[config.mk]
export PLATFORM = sky130hd
export DESIGN_NAME = mdio_master
export DESIGN_NICKNAME = d
export VERILOG_FILES = /design/src/rtl/mdio_pkg.sv /design/src/rtl/mdio_clkgen.sv /design/src/rtl/mdio_regfile.sv /design/src/rtl/mdio_shifter.sv /design/src/rtl/mdio_master.sv
export SDC_FILE = /design/constraint.sdc
export NUM_CORES = 1
export LEC_CHECK = 0
export BUFFER_PORTS_ARGS = -buffer_cell sky130_fd_sc_hd__buf_2
export CORE_MARGIN = 5
export CORE_UTILIZATION = 45
export DETAILED_ROUTE_END_ITERATION = 12
export GPL_ROUTABILITY_DRIVEN = 0
export PLACE_DENSITY = 0.73
export RECOVER_POWER = 50
export SYNTH_ARGS = -nofsm -noshare
export SYNTH_HDL_FRONTEND = slang
export SYNTH_SLANG_ARGS = --single-unit
[constraint.sdc]
create_clock -name clk -period 4.9 [get_ports clk]
set_clock_uncertainty 0.05 [all_clocks]
set_input_delay 0.98 -clock clk [delete_from_list [all_inputs] [get_ports clk]]
set_output_delay 0.98 -clock clk [all_outputs]
set_load 0.05 [all_outputs]
[src/rtl/mdio_pkg.sv]
package mdio_pkg;

   // host register byte offsets
   localparam int          REG_AW  = 5;
   localparam logic [4:0]  OFS_CMD = 5'h00;
   localparam logic [4:0]  OFS_ADR = 5'h04;
   localparam logic [4:0]  OFS_WDT = 5'h08;
   localparam logic [4:0]  OFS_RDT = 5'h0C;
   localparam logic [4:0]  OFS_STS = 5'h10;

   // field widths of a management frame
   localparam int FLD_W  = 5;
   localparam int OP_W   = 2;
   localparam int TYP_W  = 2;
   localparam int DAT_W  = 16;
   localparam int HOST_W = 32;

   // frame type codes carried in the command word
   localparam logic [TYP_W-1:0] TYP_C45 = 2'd0;
   localparam logic [TYP_W-1:0] TYP_C22 = 2'd1;

   // Clause 45 opcode that carries the register address
   localparam logic [OP_W-1:0] OP45_ADR = 2'd0;

   // command word layout, bit 13 down to bit 0
   typedef struct packed {
      logic [TYP_W-1:0] typ;
      logic [OP_W-1:0]  op;
      logic [FLD_W-1:0] port;
      logic [FLD_W-1:0] dev;
   } cmd_t;

   localparam int CMD_W  = $bits(cmd_t);
   localparam int GO_BIT = CMD_W;

endpackage

[src/rtl/mdio_clkgen.sv]
module mdio_clkgen #(
   parameter int DIV_HALF = 2
) (
   input  logic clk,
   input  logic rst_n,
   output logic mdc,
   output logic rise_stb,
   output logic fall_stb
);

   logic tick;
   logic mdc_q;

   if (DIV_HALF < 1) begin : g_bad_div
      $error("mdio_clkgen: DIV_HALF must be at least 1");
   end

   if (DIV_HALF == 1) begin : g_fast
      assign tick = 1'b1;
   end else begin : g_count
      localparam int CNT_W = $clog2(DIV_HALF);
      localparam logic [CNT_W-1:0] CNT_END = CNT_W'(DIV_HALF - 1);
      logic [CNT_W-1:0] cnt_q;

      always_ff @(posedge clk or negedge rst_n) begin
         if (!rst_n)
            cnt_q <= '0;
         else if (cnt_q == CNT_END)
            cnt_q <= '0;
         else
            cnt_q <= cnt_q + 1'b1;
      end

      assign tick = (cnt_q == CNT_END);
   end

   always_ff @(posedge clk or negedge rst_n) begin
      if (!rst_n)
         mdc_q <= 1'b0;
      else if (tick)
         mdc_q <= ~mdc_q;
   end

   assign mdc      = mdc_q;
   assign rise_stb = tick & ~mdc_q;
   assign fall_stb = tick &  mdc_q;

   AST_MDC_ON_TICK: assert property (@(posedge clk) disable iff (!rst_n)
      !tick |=> $stable(mdc_q));

endmodule

[src/rtl/mdio_regfile.sv]
module mdio_regfile
   import mdio_pkg::*;
(
   input  logic               clk,
   input  logic               rst_n,
   input  logic               wr,
   input  logic [REG_AW-1:0]  addr,
   input  logic [HOST_W-1:0]  wdata,
   input  logic               busy,
   input  logic               fin,
   input  logic               fin_rd,
   input  logic               rd_fail,
   input  logic [DAT_W-1:0]   rx_data,
   output logic               launch,
   output cmd_t               cmd_new,
   output logic [DAT_W-1:0]   adr_val,
   output logic [DAT_W-1:0]   wdt_val,
   output logic [HOST_W-1:0]  rdata
);

   cmd_t             cmd_q;
   logic [DAT_W-1:0] adr_q;
   logic [DAT_W-1:0] wdt_q;
   logic [DAT_W-1:0] rdt_q;
   logic             sts_q;
   logic             cmd_wr;
   logic             unused_wdata;

   assign unused_wdata = ^wdata[HOST_W-1:DAT_W];

   assign cmd_wr  = wr && (addr == OFS_CMD);
   assign launch  = cmd_wr && wdata[GO_BIT] && !busy;
   assign cmd_new = cmd_t'(wdata[CMD_W-1:0]);

   always_ff @(posedge clk or negedge rst_n) begin
      if (!rst_n) begin
         cmd_q <= '0;
         adr_q <= '0;
         wdt_q <= '0;
         rdt_q <= '0;
         sts_q <= 1'b0;
      end else begin
         if (cmd_wr && !busy)
            cmd_q <= cmd_new;
         if (wr && (addr == OFS_ADR))
            adr_q <= wdata[DAT_W-1:0];
         if (wr && (addr == OFS_WDT))
            wdt_q <= wdata[DAT_W-1:0];
         if (fin && fin_rd) begin
            rdt_q <= rx_data;
            sts_q <= rd_fail;
         end
      end
   end

   always_comb begin
      rdata = '0;
      case (addr)
         OFS_CMD: rdata = HOST_W'({busy, cmd_q});
         OFS_ADR: rdata = HOST_W'(adr_q);
         OFS_WDT: rdata = HOST_W'(wdt_q);
         OFS_RDT: rdata = HOST_W'(rdt_q);
         OFS_STS: rdata = HOST_W'(sts_q);
         default: rdata = '0;
      endcase
   end

   assign adr_val = adr_q;
   assign wdt_val = wdt_q;

   AST_BUSY_CMD_KEPT: assert property (@(posedge clk) disable iff (!rst_n)
      (cmd_wr && busy) |=> $stable(cmd_q));

   AST_STS_ONLY_ON_READ: assert property (@(posedge clk) disable iff (!rst_n)
      !(fin && fin_rd) |=> $stable(sts_q));

endmodule

[src/rtl/mdio_shifter.sv]
module mdio_shifter
   import mdio_pkg::*;
#(
   parameter int PRE_LEN = 32
) (
   input  logic             clk,
   input  logic             rst_n,
   input  logic             launch,
   input  cmd_t             cmd,
   input  logic [DAT_W-1:0] payload,
   input  logic             rise_stb,
   input  logic             fall_stb,
   input  logic             mdio_i,
   output logic             busy,
   output logic             mdio_o,
   output logic             mdio_oe,
   output logic             fin,
   output logic             fin_rd,
   output logic             rd_fail,
   output logic [DAT_W-1:0] rx_data
);

   localparam int FRAME_LEN = PRE_LEN + 2 + OP_W + 2 * FLD_W + 2 + DAT_W;
   localparam int IDX_W     = $clog2(FRAME_LEN + 1);
   localparam int TA_POS    = PRE_LEN + 2 + OP_W + 2 * FLD_W;
   localparam logic [IDX_W-1:0] IDX_LAST = IDX_W'(FRAME_LEN);
   localparam logic [IDX_W-1:0] IDX_TA   = IDX_W'(TA_POS);
   localparam logic [IDX_W-1:0] IDX_CHK  = IDX_W'(TA_POS + 2);

   logic                 busy_q;
   logic                 rd_q;
   logic [IDX_W-1:0]     idx_q;
   logic [FRAME_LEN-1:0] sr_q;
   logic                 mdo_q;
   logic                 oe_q;
   logic                 fail_q;
   logic [DAT_W-1:0]     rx_q;

   logic                 is_rd;
   logic [1:0]           start_pat;
   logic [1:0]           ta_pat;
   logic [DAT_W-1:0]     data_fld;
   logic [FRAME_LEN-1:0] frame_w;

   always_comb begin
      is_rd     = cmd.op[OP_W-1];
      start_pat = (cmd.typ == TYP_C22) ? 2'b01 : 2'b00;
      ta_pat    = is_rd ? 2'b11 : 2'b10;
      data_fld  = is_rd ? {DAT_W{1'b1}} : payload;
      frame_w   = {{PRE_LEN{1'b1}}, start_pat, cmd.op, cmd.port, cmd.dev,
                   ta_pat, data_fld};
   end

   always_ff @(posedge clk or negedge rst_n) begin
      if (!rst_n) begin
         busy_q <= 1'b0;
         rd_q   <= 1'b0;
         idx_q  <= '0;
         sr_q   <= '0;
         mdo_q  <= 1'b1;
         oe_q   <= 1'b0;
         fail_q <= 1'b0;
         rx_q   <= '0;
      end else if (!busy_q) begin
         if (launch) begin
            busy_q <= 1'b1;
            rd_q   <= is_rd;
            idx_q  <= '0;
            sr_q   <= frame_w;
            fail_q <= 1'b0;
         end
      end else begin
         if (fall_stb) begin
            if (idx_q == IDX_LAST) begin
               busy_q <= 1'b0;
               oe_q   <= 1'b0;
               mdo_q  <= 1'b1;
            end else begin
               mdo_q <= sr_q[FRAME_LEN-1];
               sr_q  <= {sr_q[FRAME_LEN-2:0], 1'b0};
               oe_q  <= !(rd_q && (idx_q >= IDX_TA));
               idx_q <= idx_q + 1'b1;
            end
         end
         if (rise_stb) begin
            if (idx_q == IDX_CHK)
               fail_q <= mdio_i;
            else if (idx_q > IDX_CHK)
               rx_q <= {rx_q[DAT_W-2:0], mdio_i};
         end
      end
   end

   assign busy    = busy_q;
   assign mdio_o  = mdo_q;
   assign mdio_oe = oe_q;
   assign fin     = busy_q && fall_stb && (idx_q == IDX_LAST);
   assign fin_rd  = rd_q;
   assign rd_fail = fail_q;
   assign rx_data = rx_q;

   AST_IDLE_RELEASED: assert property (@(posedge clk) disable iff (!rst_n)
      !busy_q |-> !oe_q);

   AST_READ_RELEASED: assert property (@(posedge clk) disable iff (!rst_n)
      (busy_q && rd_q && (idx_q > IDX_TA)) |-> !oe_q);

   AST_IDX_BOUND: assert property (@(posedge clk) disable iff (!rst_n)
      busy_q |-> (idx_q <= IDX_LAST));

   AST_NO_SHIFT_WITHOUT_FALL: assert property (@(posedge clk) disable iff (!rst_n)
      (busy_q && !fall_stb) |=> $stable(idx_q));

endmodule

[src/rtl/mdio_master.sv]
module mdio_master
   import mdio_pkg::*;
#(
   parameter int DIV_HALF = 2,
   parameter int PRE_LEN  = 32
) (
   input  logic              clk,
   input  logic              rst_n,
   input  logic              host_wr,
   input  logic [4:0]        host_addr,
   input  logic [31:0]       host_wdata,
   output logic [31:0]       host_rdata,
   output logic              mdc,
   output logic              mdio_o,
   output logic              mdio_oe,
   input  logic              mdio_i
);

   if (PRE_LEN < 1) begin : g_bad_pre
      $error("mdio_master: PRE_LEN must be at least 1");
   end

   logic             rise_stb;
   logic             fall_stb;
   logic             launch;
   cmd_t             cmd_new;
   logic [DAT_W-1:0] adr_val;
   logic [DAT_W-1:0] wdt_val;
   logic [DAT_W-1:0] payload;
   logic             busy;
   logic             fin;
   logic             fin_rd;
   logic             rd_fail;
   logic [DAT_W-1:0] rx_data;

   mdio_clkgen #(
      .DIV_HALF (DIV_HALF)
   ) u_clkgen (
      .clk      (clk),
      .rst_n    (rst_n),
      .mdc      (mdc),
      .rise_stb (rise_stb),
      .fall_stb (fall_stb)
   );

   mdio_regfile u_regs (
      .clk     (clk),
      .rst_n   (rst_n),
      .wr      (host_wr),
      .addr    (host_addr),
      .wdata   (host_wdata),
      .busy    (busy),
      .fin     (fin),
      .fin_rd  (fin_rd),
      .rd_fail (rd_fail),
      .rx_data (rx_data),
      .launch  (launch),
      .cmd_new (cmd_new),
      .adr_val (adr_val),
      .wdt_val (wdt_val),
      .rdata   (host_rdata)
   );

   // Clause 45 address frames carry the address word, others the write data
   assign payload = ((cmd_new.typ != TYP_C22) && (cmd_new.op == OP45_ADR)) ?
                    adr_val : wdt_val;

   mdio_shifter #(
      .PRE_LEN (PRE_LEN)
   ) u_shift (
      .clk      (clk),
      .rst_n    (rst_n),
      .launch   (launch),
      .cmd      (cmd_new),
      .payload  (payload),
      .rise_stb (rise_stb),
      .fall_stb (fall_stb),
      .mdio_i   (mdio_i),
      .busy     (busy),
      .mdio_o   (mdio_o),
      .mdio_oe  (mdio_oe),
      .fin      (fin),
      .fin_rd   (fin_rd),
      .rd_fail  (rd_fail),
      .rx_data  (rx_data)
   );

   AST_MDO_ON_FALL: assert property (@(posedge clk) disable iff (!rst_n)
      !$fell(mdc) |-> $stable(mdio_o));

   AST_OE_ON_FALL: assert property (@(posedge clk) disable iff (!rst_n)
      !$fell(mdc) |-> $stable(mdio_oe));

endmodule

== Yosys cells after proc, flatten, opt, wreduce, memory -nomap -nowiden ==
Cells that the tools add are included.

* $add $sub $neg: 2
* $lt $le $gt $ge: 2
* Equality and inequality tests: 12
* Muxes and demuxes: 24
* Bitwise logic cells: 5
* Reductions and logical operators: 21

{| class="wikitable"
|+ Operators by type and width
! operator !! number
|-
| 2-to-1 mux 64 bit || 4
|-
| case mux 16 bit (5 select lines) || 1
|-
| 2-to-1 mux 16 bit || 2
|-
| 2-to-1 mux 7 bit || 4
|-
| 2-to-1 mux 1 bit || 13
|-
| logical AND 1 bit || 11
|-
| equality test 5 x 4 -> 1 bit, second input constant || 2
|-
| adder 7 x 1 -> 7 bit, second input constant || 1
|-
| equality test 7 x 6 -> 1 bit, second input constant || 1
|-
| equality test 7 bit, second input constant || 1
|-
| >= comparator 7 x 6 -> 1 bit, second input constant || 1
|-
| > comparator 7 x 6 -> 1 bit, second input constant || 1
|-
| != test 2 bit, second input constant || 3
|-
| AND reduction 3 bit || 2
|-
| equality test 5 x 3 -> 1 bit, second input constant || 1
|-
| equality test 5 bit, second input constant || 1
|-
| zero test 5 bit || 1
|-
| != test 2 x 1 -> 1 bit, second input constant || 2
|-
| AND reduction 2 bit || 2
|-
| AND reduction 4 bit || 1
|-
| inverter 1 bit || 3
|-
| bitwise AND 1 bit || 2
|-
| equality test 2 x 1 -> 1 bit, second input constant || 1
|-
| zero test 1 bit || 2
|-
| 3 further kinds || 3
|}

* Register bits after elaboration: 157
* Input bits: 41
* Output and inout port bits: 35

== Depth between registers and ports, before layout ==
Gate-level depths: netlist (run 1).

* Word-level depth: 6
* Mapped depth: 8
* Mapped depth without buffers: 6

== Cells and area by module ==
From an unflattened synthesis (run 1), not the netlist that was laid out.

* Cell total of the unflattened synthesis: 633
* Area total of the unflattened synthesis: 7965.1 um^2

{| class="wikitable"
|+ By module, submodules not included
! module !! instances !! cells each !! area an instance (um^2) !! sequential area each (um^2)
|-
| mdio_shifter || 1 || 395 || 4450.5 || 2303.5
|-
| mdio_regfile || 1 || 213 || 3223.1 || 1576.5
|-
| mdio_master || 1 || 19 || 215.2 || 0.0
|-
| mdio_clkgen || 1 || 6 || 76.3 || 50.0
|}

== Worst setup path before layout (run 1) ==
OpenSTA, ideal clock, no wires.

* Path type: in2out
* Start: input port host_addr[4]
* End: output port host_rdata[10]
* Arrival: 2.498 ns
* Data required time: 3.870 ns
* Path slack: 1.372 ns
* Stages on the path: 5
* Cell sequence: or3_4 nor3b_4 clkbuf_1 a222oi_1 nand2_1

* Word-level cells in the longest chain between the ends: 2
* Elaborated cells between the ends (all ways): 6
* Classes of those cells: eq/ne: 4; mux: 1; reduce/logical: 1

{| class="wikitable"
|+ Ends and longest elaborated chain
! item !! line !! text
|-
| from (decl) || mdio_master.sv:10 || <nowiki>input logic [4:0] host_addr,</nowiki>
|-
| equality test 5 bit (tied with other cells) || mdio_regfile.sv:58 || <nowiki>case (addr)</nowiki>
|-
| case mux 16 bit (5 select lines) * || mdio_regfile.sv:58 ||
|-
| to (decl) || mdio_master.sv:12 || <nowiki>output logic [31:0] host_rdata,</nowiki>
|}

Mark *: on every way between the ends. The rest lies on a longest branch, timed or not.

== Worst setup path in the final report (run 1) ==
* Start: input port host_addr[4]
* End: output port host_rdata[9]

The elaborated chain is that of the path after synthesis.

==> run summary, run 1 <==
SYNTH
---------------------------------------------------------------------------------
Share of synthesized area occupied by flip-flops and latches                0.545
Number of warnings printed during yosys synthesis                               0
Ys flop type                                                         sky130_fd_sc_hd__dfrtp_1
FFs w/ async S/R, synth                                                      1.00
Cell type contributing the most total cell area after synthesis      sky130_fd_sc_hd__dfrtp_1
Synthesized area divided by synthesized cell count                       12.5 um2
Post-synth EDFFs                                                                0
Combined area of all synthesized cells                                   7210 um2
Fraction of synthesized cell area taken by the top area cell type           0.542
Post-synth cell types                                                          52
Largest cells by area after synthesis                                sky130_fd_sc_hd__dfrtp_1 (54%), sky130_fd_sc_hd__mux2_2 (9.5%), sky130_fd_sc_hd__mux2_4 (4.6%), sky130_fd_sc_hd__o22a_1 (4.0%), sky130_fd_sc_hd__mux2i_1 (3.8%)
Post-synthesis sequential element count                                       157
Gate Count Post-Synth                                                         577

GLOBAL ROUTING
---------------------------------------------------------------------------------
Initial antenna violation count                                                 0
Global-route congestion overflow total                                          0
Maximum number of pins on one net before global-route repair                   88
Global-route wire length before repair                                    26.1 mm
Global-route usage over all layers                                          0.180
Vias in the first global route                                               5014

CLOCK TREE
---------------------------------------------------------------------------------
Clk buf depth                                                                   2
# clock sinks                                                                 157
CTS buffer count                                                               17
Buffers inserted during post-CTS setup optimization                             0
CTS tree                                                                      yes
Post-CTS Hold Fix Bufs                                                          0
Root Buffer                                                          sky130_fd_sc_hd__clkbuf_16
H-tree levels                                                                   4
Gates resized, CTS repair                                                       0
Clock-pin transition on the worst setup and hold timing paths             0.06 ns
Clock latency of the later-clocked register in the worst-skew pair        0.42 ns

POWER AND IR DROP
---------------------------------------------------------------------------------
Share of power burned in registers                                          0.477
Worst vdd ir                                                             0.327 mV
Leakage power figure                                                      3.76 nW
Power density normalized to cell area                                  503 nW/um2
Switching power                                                         0.00116 W
Internal power of the cells                                             0.00290 W
Combinational group share of total power                                    0.186
Clock network fraction of design power                                      0.337
Sw Share                                                                    0.286

WORST SETUP PATH
---------------------------------------------------------------------------------
Critical Path RT                                                          3.87 ns
Critical path type                                                         in2out
Setup crit start kind                                                primary input
Setup slack on the worst flop-to-flop path                                1.59 ns
Terminus of the critical flop-to-flop path                           u_shift.sr_q[15]
Reg2reg path depth                                                              5
Critical Path Sink Type                                               output port
Crit Path Max Fanout                                                           16
Critical Path Source                                                 host_addr[4]
Startpoint of the worst register-to-register path                    u_shift.busy
End point of the critical path                                       host_rdata[9]
Worst Path Arrival                                                        2.87 ns

TIMING
---------------------------------------------------------------------------------
Slew at the pin closest to its max-slew limit                             2.15 ns
Finish-stage setup viols                                                        0
Slew headroom                                                              -0.431
F_max                                                                   0.256 GHz
Min Hold Slack                                                           0.408 ns
Total Negative Setup Slacks                                                  0 ns
Ratio of final minimum period to clock period                               0.796
Number of endpoints with negative hold slack in the final report                0
Final period demand of the worst path                                     3.90 ns
RSZ-0062 raised after global routing                                        false
Final max-slew violation count                                                 88

HOLD PATH
---------------------------------------------------------------------------------
Hold depth                                                                      2
Hold/Removal Path Class                                                   reg2reg

DETAILED ROUTING
---------------------------------------------------------------------------------
Routed Wire Length                                                        15.8 mm
Pre-antenna DRT Iters                                                           8
Routed len/inst                                                           19.0 um
DR vias                                                                      4779
Detail Route Antenna Nets                                                       0
Starting DRC count in detailed routing                                        414
Via/cell ratio                                                               5.74
Final routed DRC violation total                                                0

PLACE
---------------------------------------------------------------------------------
Detailed-placement wirelength estimate                                    9.93 mm
IO Port Bufs                                                                   43

FINAL LAYOUT
---------------------------------------------------------------------------------
Fraction of layout cells with a size suffix above 1                         0.277
Area growth from synthesis to layout                                        12.1%
Count of antenna diodes in the layout                                           0
Most used cells in the layout excluding fill and tap cells           sky130_fd_sc_hd__dfrtp_1 (156), sky130_fd_sc_hd__mux2_2 (61), sky130_fd_sc_hd__nand2_1 (44)
Most common cell after layout, fill and taps aside                   sky130_fd_sc_hd__dfrtp_1
Net total in the final layout                                                 649

FLOORPLAN
---------------------------------------------------------------------------------
Number of placement rows                                                       46
Core Box Area                                                           15800 um2
Horizontal die dimension                                                   137 um
Height of the chip                                                         137 um
Number of top-level design ports                                               76
Starting utilization of the core area                                       0.457
Die area                                                                18600 um2

OUTCOME
---------------------------------------------------------------------------------
Result of the run                                                    complete, but fails checks
Violations in the final reports                                      capacitance limit, slew limit

RUN
---------------------------------------------------------------------------------
Max-cap violations                                                              1

[metrics by stage]
stage                     setup WS [ns]   util  std cells  total power [W]  instance area [um2]
after floorplan                    1.37      -        592          0.00252                 7260
after global placement             1.06  0.476        803          0.00267                 7500
after detailed placement           1.02  0.476        803          0.00273                 7500
after CTS                          1.02  0.514        833          0.00411                 8110
after global routing              0.878  0.512        833          0.00429                 8080
final                             0.998  0.512        833          0.00407                 8080
[worst max-delay path, stage by stage]
cell and delay (ns):
sky130_fd_sc_hd__buf_2 0.11, sky130_fd_sc_hd__nor3_1 0.29, sky130_fd_sc_hd__and3_1 0.79, sky130_fd_sc_hd__a222oi_1 0.26
sky130_fd_sc_hd__nand2_1 0.16, sky130_fd_sc_hd__buf_2 0.28
[how the worst min path moves through the flow]
stage	start	to
3_5_place_dp	u_shift.mdio_o	u_shift.mdio_o
2_1_floorplan	u_shift.sr_q[63]	u_shift.sr_q[63]
4_1_cts	u_shift.mdio_o	u_shift.mdio_o
6_report	u_shift.mdio_o	u_shift.mdio_o
5_1_grt	u_shift.mdio_o	u_shift.mdio_o
3_3_place_gp	u_shift.mdio_o	u_shift.mdio_o
[registers in the layout, summed over array words and instances (netlist names), 7 cells and up]
signal           count
u_shift.rx_data     16
u_shift.idx_q        7
u_regs.wdt_val      16
u_regs.adr_val      16
u_regs.cmd_q        14
u_shift.sr_q        64
u_regs.rdt_q        16
[cells by family after synthesis]
family                   after synthesis  synth area share
AND/OR/NAND/NOR                      125            0.0964
adder cells (fa/ha/maj)                2           0.00347
AO/OA/AOI/OAI                        100             0.116
XOR/XNOR                               1           0.00122
other                                  1          0.000520
flip-flops                           157             0.545
multiplexers                         111             0.180
buffers and inverters                 80            0.0570
[power by group through the flow]
stage / logic (W) / clock network, W / registers [W]
2_1_floorplan: 0.000632 / 0 / 0.00188
3_3_place_gp: 0.000734 / 0 / 0.00193
3_5_place_dp: 0.000771 / 0 / 0.00196
4_1_cts: 0.000777 / 0.00139 / 0.00194
5_1_grt: 0.000847 / 0.00146 / 0.00199
6_report: 0.000758 / 0.00137 / 0.00194
[layout make-up]
| cell class | instances | area, um2 |
|---|---|---|
| Clock buffer | 20 | 447 |
| Clock inverter | 10 | 163 |
| Multi-Input combinational cell | 355 | 2900 |
| Tap cell | 216 | 270 |
| Sequential cell | 157 | 3930 |
| Inverter | 22 | 82.6 |
| Timing Repair Buffer | 53 | 284 |
| Fill cell | 1341 | 7690 |
[layer usage]
| layer | up-vias | wire length, um | global-route usage |
|---|---|---|---|
| met3 | 33 | 887 | 0.0434 |
| met1 | 2429 | 6470 | 0.222 |
| met2 | 159 | 8000 | 0.301 |
| met5 | - | 0 | 0 |
| li1 | 2158 | - | - |
| met4 | 0 | 440 | 0.0806 |
[synth_stat cells (2+ instances only)]
master / count
sky130_fd_sc_hd__mux2i_1: 27
sky130_fd_sc_hd__nand3_1: 24
sky130_fd_sc_hd__o21ai_0: 21
sky130_fd_sc_hd__and3_1: 2
sky130_fd_sc_hd__a31oi_1: 2
sky130_fd_sc_hd__nand2b_1: 2
sky130_fd_sc_hd__nor3b_4: 2
sky130_fd_sc_hd__inv_1: 22
sky130_fd_sc_hd__nor4_1: 17
sky130_fd_sc_hd__ha_1: 2
sky130_fd_sc_hd__a21o_1: 3
sky130_fd_sc_hd__a221o_1: 14
sky130_fd_sc_hd__o31ai_1: 2
sky130_fd_sc_hd__buf_4: 17
sky130_fd_sc_hd__buf_6: 3
sky130_fd_sc_hd__o22a_1: 33
sky130_fd_sc_hd__nand2_4: 2
sky130_fd_sc_hd__dfrtp_1: 156
sky130_fd_sc_hd__a222oi_1: 16
sky130_fd_sc_hd__mux2_4: 22
sky130_fd_sc_hd__buf_2: 19
sky130_fd_sc_hd__or2_1: 2
sky130_fd_sc_hd__mux2_2: 61
sky130_fd_sc_hd__nand2_1: 44
sky130_fd_sc_hd__clkbuf_1: 18
sky130_fd_sc_hd__nor3_1: 17
sky130_fd_sc_hd__o41ai_1: 2
Note: power is estimated with default switching activity, not from simulation.
==> run 2, diff against run 1 <==
clock period = 3.7 ns   (was 4.9 ns; I/O delays follow)
==> run 2 against run 1 <==
The run still ends with capacitance limit, slew limit left; global-route usage decreased by 0.28 points; wire length up 0.44%; sequential cell count unchanged; critical path type unchanged; critical endpoint unchanged; highest routed layer unchanged.
==> run summary, run 2 (same netlist as run 1, synthesis figures left out) <==
FINAL LAYOUT
----------------------------------------------------------------------------------
Count of filler cells inserted in the layout                                  1327   was 1341
Cell Count, Final, Fillers Out                                                 840   was 833
Flip-flop count of the largest register, all copies and words added             64   unchanged
Fraction of layout cells with a size suffix above 1                          0.284   was 0.277
Most used cells in the layout excluding fill and tap cells            sky130_fd_sc_hd__dfrtp_1 (155), sky130_fd_sc_hd__mux2_2 (61), sky130_fd_sc_hd__nand2_1 (45)   was sky130_fd_sc_hd__dfrtp_1 (156), sky130_fd_sc_hd__mux2_2 (61), sky130_fd_sc_hd__nand2_1 (44)
Most common cell after layout, fill and taps aside                    sky130_fd_sc_hd__dfrtp_1   unchanged
Count of antenna diodes in the layout                                            0   unchanged
Post-layout instance area                                                 8140 um2   was 8080 um2
Net total in the final layout                                                  654   was 649
Area growth from synthesis to layout                                         12.9%   was 12.1%
Largest Register                                                      u_shift.sr_q   unchanged

WORST SETUP PATH
----------------------------------------------------------------------------------
Reg2reg path depth                                                               7   was 5
Crit Path Max Fanout                                                            17   was 16
Critical path type                                                          in2out   unchanged
Critical Path Source                                                  host_addr[4]   unchanged
Critical Path RT                                                           2.91 ns   was 3.87 ns
Master of the slowest instance on the critical path                   sky130_fd_sc_hd__or3_4   was sky130_fd_sc_hd__and3_1
Largest stage delay on the critical path                                   0.42 ns   was 0.79 ns
Terminus of the critical flop-to-flop path                            u_shift.sr_q[53]   was u_shift.sr_q[15]
Setup crit start kind                                                 primary input   unchanged
Critical Path Sink Type                                                output port   unchanged
Bufs and invs on worst path                                                      3   was 2
Startpoint of the worst register-to-register path                     u_shift.idx_q[0]   was u_shift.busy
Cell seen most often among critical-path stages                       sky130_fd_sc_hd__buf_2   unchanged
Setup slack on the worst flop-to-flop path                                 0.76 ns   was 1.59 ns
Worst Path Arrival                                                         2.27 ns   was 2.87 ns
Largest delay contributor family on the critical path                 simple AND/OR/NAND/NOR gates   unchanged
Crit-path cells                                                       buf_2 > or3_4 > nor3b_4 > buf_4 > a222oi_1 > nand2_1 > buf_2   was buf_2 > nor3_1 > and3_1 > a222oi_1 > nand2_1 > buf_2

TIMING
----------------------------------------------------------------------------------
Slew headroom                                                               -0.188   was -0.431
Finish-stage setup viols                                                         0   unchanged
F_max                                                                    0.327 GHz
RSZ-0062 raised after global routing                                         false   unchanged
Total Negative Setup Slacks                                                   0 ns   unchanged
Slew at the pin closest to its max-slew limit                              1.78 ns   was 2.15 ns
Final period demand of the worst path                                      3.06 ns
Ratio of final minimum period to clock period                                0.827
Final max-slew violation count                                                  74   was 88
Min Hold Slack                                                            0.413 ns   was 0.408 ns
Number of endpoints with negative hold slack in the final report                 0   unchanged

RUN
----------------------------------------------------------------------------------
Max-cap violations                                                               1   unchanged

HOLD PATH
----------------------------------------------------------------------------------
Hold EP                                                               u_shift.mdio_o   unchanged
Startpoint of the worst hold path                                     u_shift.mdio_o   unchanged
Hold depth                                                                       2   unchanged
Hold/Removal Path Class                                                    reg2reg   unchanged

OUTCOME
----------------------------------------------------------------------------------
Violations in the final reports                                       capacitance limit, slew limit   unchanged
Result of the run                                                     complete, but fails checks   unchanged

CLOCK TREE
----------------------------------------------------------------------------------
Clock-pin transition on the worst setup and hold timing paths              0.06 ns   about the same
H-tree levels                                                                    4   unchanged
CTS tree                                                                       yes   unchanged
Root Buffer                                                           sky130_fd_sc_hd__clkbuf_16   unchanged
Clk buf depth                                                                    2   unchanged
# clock sinks                                                                  157   unchanged
Gates resized, CTS repair                                                        0   unchanged
CTS buffer count                                                                17   unchanged
Buffers inserted during post-CTS setup optimization                              0   unchanged
Clock latency of the later-clocked register in the worst-skew pair         0.43 ns   was 0.42 ns
Post-CTS Hold Fix Bufs                                                           0   unchanged

FLOORPLAN
----------------------------------------------------------------------------------
Number of placement rows                                                        46   unchanged
Starting utilization of the core area                                        0.457   unchanged
Die area                                                                 18600 um2   unchanged
Height of the chip                                                          137 um   unchanged
Core Box Area                                                            15800 um2   unchanged
Number of top-level design ports                                                76   unchanged
Horizontal die dimension                                                    137 um   unchanged

GLOBAL ROUTING
----------------------------------------------------------------------------------
Global-route usage over all layers                                           0.178   was 0.180
Global-route wire length before repair                                     25.7 mm   was 26.1 mm
Initial antenna violation count                                                  0   unchanged
Global-route congestion overflow total                                           0   unchanged
Maximum number of pins on one net before global-route repair                    74   was 88
Vias in the first global route                                                4915   was 5014

PLACE
----------------------------------------------------------------------------------
IO Port Bufs                                                                    43   unchanged
Detailed-placement wirelength estimate                                     10.1 mm   was 9.93 mm
Area of placed instances                                                  7550 um2   was 7500 um2
Placed Instances                                                               808   was 803

POWER AND IR DROP
----------------------------------------------------------------------------------
Leakage power figure                                                       3.78 nW   was 3.76 nW
Power density normalized to cell area                                   671 nW/um2   was 503 nW/um2
Worst vdd ir                                                              0.349 mV   was 0.327 mV

DETAILED ROUTING
----------------------------------------------------------------------------------
Pre-antenna DRT Iters                                                            6   was 8
Final routed DRC violation total                                                 0   unchanged
Via/cell ratio                                                                5.71   was 5.74
Routed len/inst                                                            18.9 um   was 19.0 um
Routed Wire Length                                                         15.9 mm   was 15.8 mm
Detail Route Antenna Nets                                                        0   unchanged
Starting DRC count in detailed routing                                         458   was 414
DR vias                                                                       4796   was 4779

==> run 2: where the power goes <==
group	leakage [nW]	internal, W	switching, W
logic	1.54	0.000490	0.000555
clock network	0.307	0.00117	0.000702
registers	1.94	0.00222	0.000321
==> run 2: final cells by class <==
cell class,count,area [um2],area share
flip-flops and latches,157,3930,0.483
inverters,22,82.6,0.0102
clock inverters,12,184,0.0226
repair buffers,58,314,0.0386
well taps,216,270,0.0332
clock buffers,20,457,0.0561
multi-input cells,355,2900,0.356
==> run 2: tightest hold or removal path, stage by stage (launching register included) <==
cell                      delay (ns)
sky130_fd_sc_hd__dfstp_2        0.37
sky130_fd_sc_hd__nand2_1        0.05
sky130_fd_sc_hd__nand2_1        0.04
==> run 2: worst max-delay path by stage <==
stage | end | depth (start not counted)
floorplan | host_rdata[10] | 5
global placement | host_rdata[9] | 7
detailed placement | host_rdata[1] | 7
CTS | host_rdata[9] | 7
global route | u_regs.adr_val[9] | 2
finish | host_rdata[9] | 7
==> run 2: per-layer routing <==
layer,wire (um),vias to the layer above,track usage,share of wire
met5,0,-,0,0
met4,540,0,0.0817,0.034
met3,744,36,0.0349,0.047
met2,7980,158,0.297,0.50
met1,6600,2436,0.223,0.42
li1,-,2166,-,-
==> run 2: through the flow <==
stage	utilization	total power, W	worst slack [ns]
final	0.516	0.00546	0.639
after global routing	0.516	0.00575	0.393
after CTS	0.520	0.00551	0.630
after detailed placement	0.479	0.00363	0.632
after global placement	0.479	0.00354	0.662
after floorplan	-	0.00333	0.652
==> run 3, diff against run 2 <==
clock period = 3.2 ns   (was 3.7 ns; I/O delays follow)
==> run 3 against run 2 <==
The run still ends with capacitance limit, slew limit left; sequential cell count is the same; die area did not move; clock-buffer cell count up 1; critical endpoint is now host_rdata[14].
==> run summary, run 3 (same netlist as run 1, synthesis figures left out) <==
FLOORPLAN
----------------------------------------------------------------------------------
Number of placement rows                                                        46   unchanged
Core Box Area                                                            15800 um2   unchanged
Horizontal die dimension                                                    137 um   unchanged
Number of top-level design ports                                                76   unchanged
Die area                                                                 18600 um2   unchanged
Height of the chip                                                          137 um   unchanged
Starting utilization of the core area                                        0.457   unchanged

PLACE
----------------------------------------------------------------------------------
IO Port Bufs                                                                    43   unchanged
Area of placed instances                                                  7580 um2   was 7550 um2
Detailed-placement wirelength estimate                                     10.5 mm   was 10.1 mm

TIMING
----------------------------------------------------------------------------------
Ratio of final minimum period to clock period                                0.911
Finish-stage setup viols                                                         0   unchanged
Slew headroom                                                               -0.358   was -0.188
RSZ-0062 raised after global routing                                         false   unchanged
Final period demand of the worst path                                      2.91 ns
F_max                                                                    0.343 GHz
Total Negative Setup Slacks                                                   0 ns   unchanged
Number of endpoints with negative hold slack in the final report                 0   unchanged
Final max-slew violation count                                                  81   was 74
Slew at the pin closest to its max-slew limit                              2.04 ns   was 1.78 ns

WORST SETUP PATH
----------------------------------------------------------------------------------
Critical Path RT                                                           2.51 ns   was 2.91 ns
Crit-path cells                                                       buf_2 > or3_4 > nor3b_4 > buf_4 > a222oi_1 > nand2_1 > buf_2   unchanged
Cell seen most often among critical-path stages                       sky130_fd_sc_hd__buf_2   unchanged
Worst Path Arrival                                                         2.22 ns   was 2.27 ns
Bufs and invs on worst path                                                      3   unchanged
Crit Path Max Fanout                                                            17   unchanged
Largest delay contributor family on the critical path                 simple AND/OR/NAND/NOR gates   unchanged
Master of the slowest instance on the critical path                   sky130_fd_sc_hd__or3_4   unchanged
Critical path type                                                          in2out   unchanged
Critical Path Sink Type                                                output port   unchanged
Setup crit start kind                                                 primary input   unchanged
Largest stage delay on the critical path                                   0.43 ns   was 0.42 ns

POWER AND IR DROP
----------------------------------------------------------------------------------
Worst vdd ir                                                              0.480 mV   was 0.349 mV
Leakage power figure                                                       3.81 nW   was 3.78 nW
Power density normalized to cell area                                   763 nW/um2   was 671 nW/um2

DETAILED ROUTING
----------------------------------------------------------------------------------
Detail Route Antenna Nets                                                        0   unchanged
DR vias                                                                       4872   was 4796
Routed len/inst                                                            19.4 um   was 18.9 um
Via/cell ratio                                                                5.78   was 5.71
Routed Wire Length                                                         16.4 mm   was 15.9 mm
Starting DRC count in detailed routing                                         468   was 458
Final routed DRC violation total                                                 0   unchanged
Pre-antenna DRT Iters                                                            7   was 6

HOLD PATH
----------------------------------------------------------------------------------
Hold/Removal Path Class                                                    reg2reg   unchanged

FINAL LAYOUT
----------------------------------------------------------------------------------
Largest Register                                                      u_shift.sr_q   unchanged
Most common cell after layout, fill and taps aside                    sky130_fd_sc_hd__dfrtp_1   unchanged
Fraction of layout cells with a size suffix above 1                          0.295   was 0.284
Count of antenna diodes in the layout                                            0   unchanged
Flip-flop count of the largest register, all copies and words added             64   unchanged
Net total in the final layout                                                  658   was 654
Post-layout instance area                                                 8160 um2   was 8140 um2
Most used cells in the layout excluding fill and tap cells            sky130_fd_sc_hd__dfrtp_1 (155), sky130_fd_sc_hd__mux2_2 (61), sky130_fd_sc_hd__nand2_1 (44)   was sky130_fd_sc_hd__dfrtp_1 (155), sky130_fd_sc_hd__mux2_2 (61), sky130_fd_sc_hd__nand2_1 (45)
Area growth from synthesis to layout                                         13.2%   was 12.9%

CLOCK TREE
----------------------------------------------------------------------------------
Gates resized, CTS repair                                                        0   unchanged
H-tree levels                                                                    4   unchanged
Clock-pin transition on the worst setup and hold timing paths              0.06 ns   about the same
Clk buf depth                                                                    2   unchanged
Buffers inserted during post-CTS setup optimization                              0   unchanged
# clock sinks                                                                  157   unchanged
Root Buffer                                                           sky130_fd_sc_hd__clkbuf_16   unchanged
CTS tree                                                                       yes   unchanged
CTS buffer count                                                                17   unchanged
Clock latency of the later-clocked register in the worst-skew pair         0.43 ns   about the same
Post-CTS Hold Fix Bufs                                                           0   unchanged

OUTCOME
----------------------------------------------------------------------------------
Violations in the final reports                                       capacitance limit, slew limit   unchanged
Result of the run                                                     complete, but fails checks   unchanged

GLOBAL ROUTING
----------------------------------------------------------------------------------
Global-route usage over all layers                                           0.187   was 0.178
Global-route congestion overflow total                                           0   unchanged
Initial antenna violation count                                                  0   unchanged
Maximum number of pins on one net before global-route repair                    81   was 74
Global-route wire length before repair                                     27.0 mm   was 25.7 mm
Vias in the first global route                                                5144   was 4915

RUN
----------------------------------------------------------------------------------
Max-cap violations                                                               1   unchanged

[run 3: changes by cell type in the layout (fill, tap and decap cells not counted), sizes merged]
cell / delta
buf: +6
bufinv: -1
clkbuf: -1
inv: -1
[run 3: worst paths after layout]
check	start	endpoint	slack (ns)	depth (start not counted)
max	host_addr[4]	host_rdata[14]	0.29	7
min	u_shift.mdio_o	u_shift.mdio_o	0.40	2
max reg2reg	u_shift.idx_q[0]	u_regs.rdt_q[6]	0.43	6
min reg2reg	u_shift.mdio_o	u_shift.mdio_o	0.40	2
max in group asynchronous	rst_n	u_regs.wdt_val[11]	0.79	2
min in group asynchronous	rst_n	u_shift.sr_q[10]	0.74	1
[run 3: report_power, final]
| group | total [W] | leakage, nW | switching (W) | internal, W |
|---|---|---|---|---|
| Combinational | 0.00122 | 1.58 | 0.000645 | 0.000575 |
| Sequential | 0.00294 | 1.94 | 0.000379 | 0.00256 |
| Clock | 0.00206 | 0.295 | 0.000778 | 0.00128 |
| Total | 0.00623 | 3.81 | 0.00180 | 0.00442 |
[run 3: area by class of cell]
cell class                      instances  area [um2]
Sequential cell                       157        3930
Timing Repair Buffer                   62         359
Inverter                               22        82.6
Tap cell                              216         270
Clock inverter                         10         138
Multi-Input combinational cell        355        2900
Fill cell                            1335        7610
Clock buffer                           21         470
[run 3: metrics by stage]
| stage | hold WS, ns | total power, W | cells | setup WS, ns | util |
|---|---|---|---|---|---|
| 3_3_place_gp | 0.392 | 0.00410 | 812 | 0.328 | 0.481 |
| 6_report | 0.399 | 0.00623 | 843 | 0.286 | 0.517 |
| 4_1_cts | 0.234 | 0.00628 | 843 | 0.304 | 0.519 |
| 3_5_place_dp | 0.392 | 0.00420 | 812 | 0.309 | 0.481 |
| 2_1_floorplan | 0.294 | 0.00385 | 592 | 0.352 | - |
| 5_1_grt | 0.424 | 0.00656 | 843 | 0.229 | 0.517 |
[run 3: worst register-to-register path, stage by stage (launching register included)]
cell and delay [ns]:
sky130_fd_sc_hd__dfrtp_1 0.44, sky130_fd_sc_hd__inv_1 0.08, sky130_fd_sc_hd__ha_1 0.13, sky130_fd_sc_hd__or3b_1 0.44, sky130_fd_sc_hd__nor4_1 0.60, sky130_fd_sc_hd__nand3_4 0.49
sky130_fd_sc_hd__mux2_4 0.44
[run 3: per-layer routing]
| metal | GRT usage | part of all wire | up-vias |
|---|---|---|---|
| met4 | 0.0879 | 0.031 | 0 |
| met3 | 0.0426 | 0.056 | 39 |
| met2 | 0.312 | 0.51 | 171 |
| li1 | - | - | 2179 |
| met1 | 0.230 | 0.40 | 2483 |
| met5 | 0 | 0 | - |
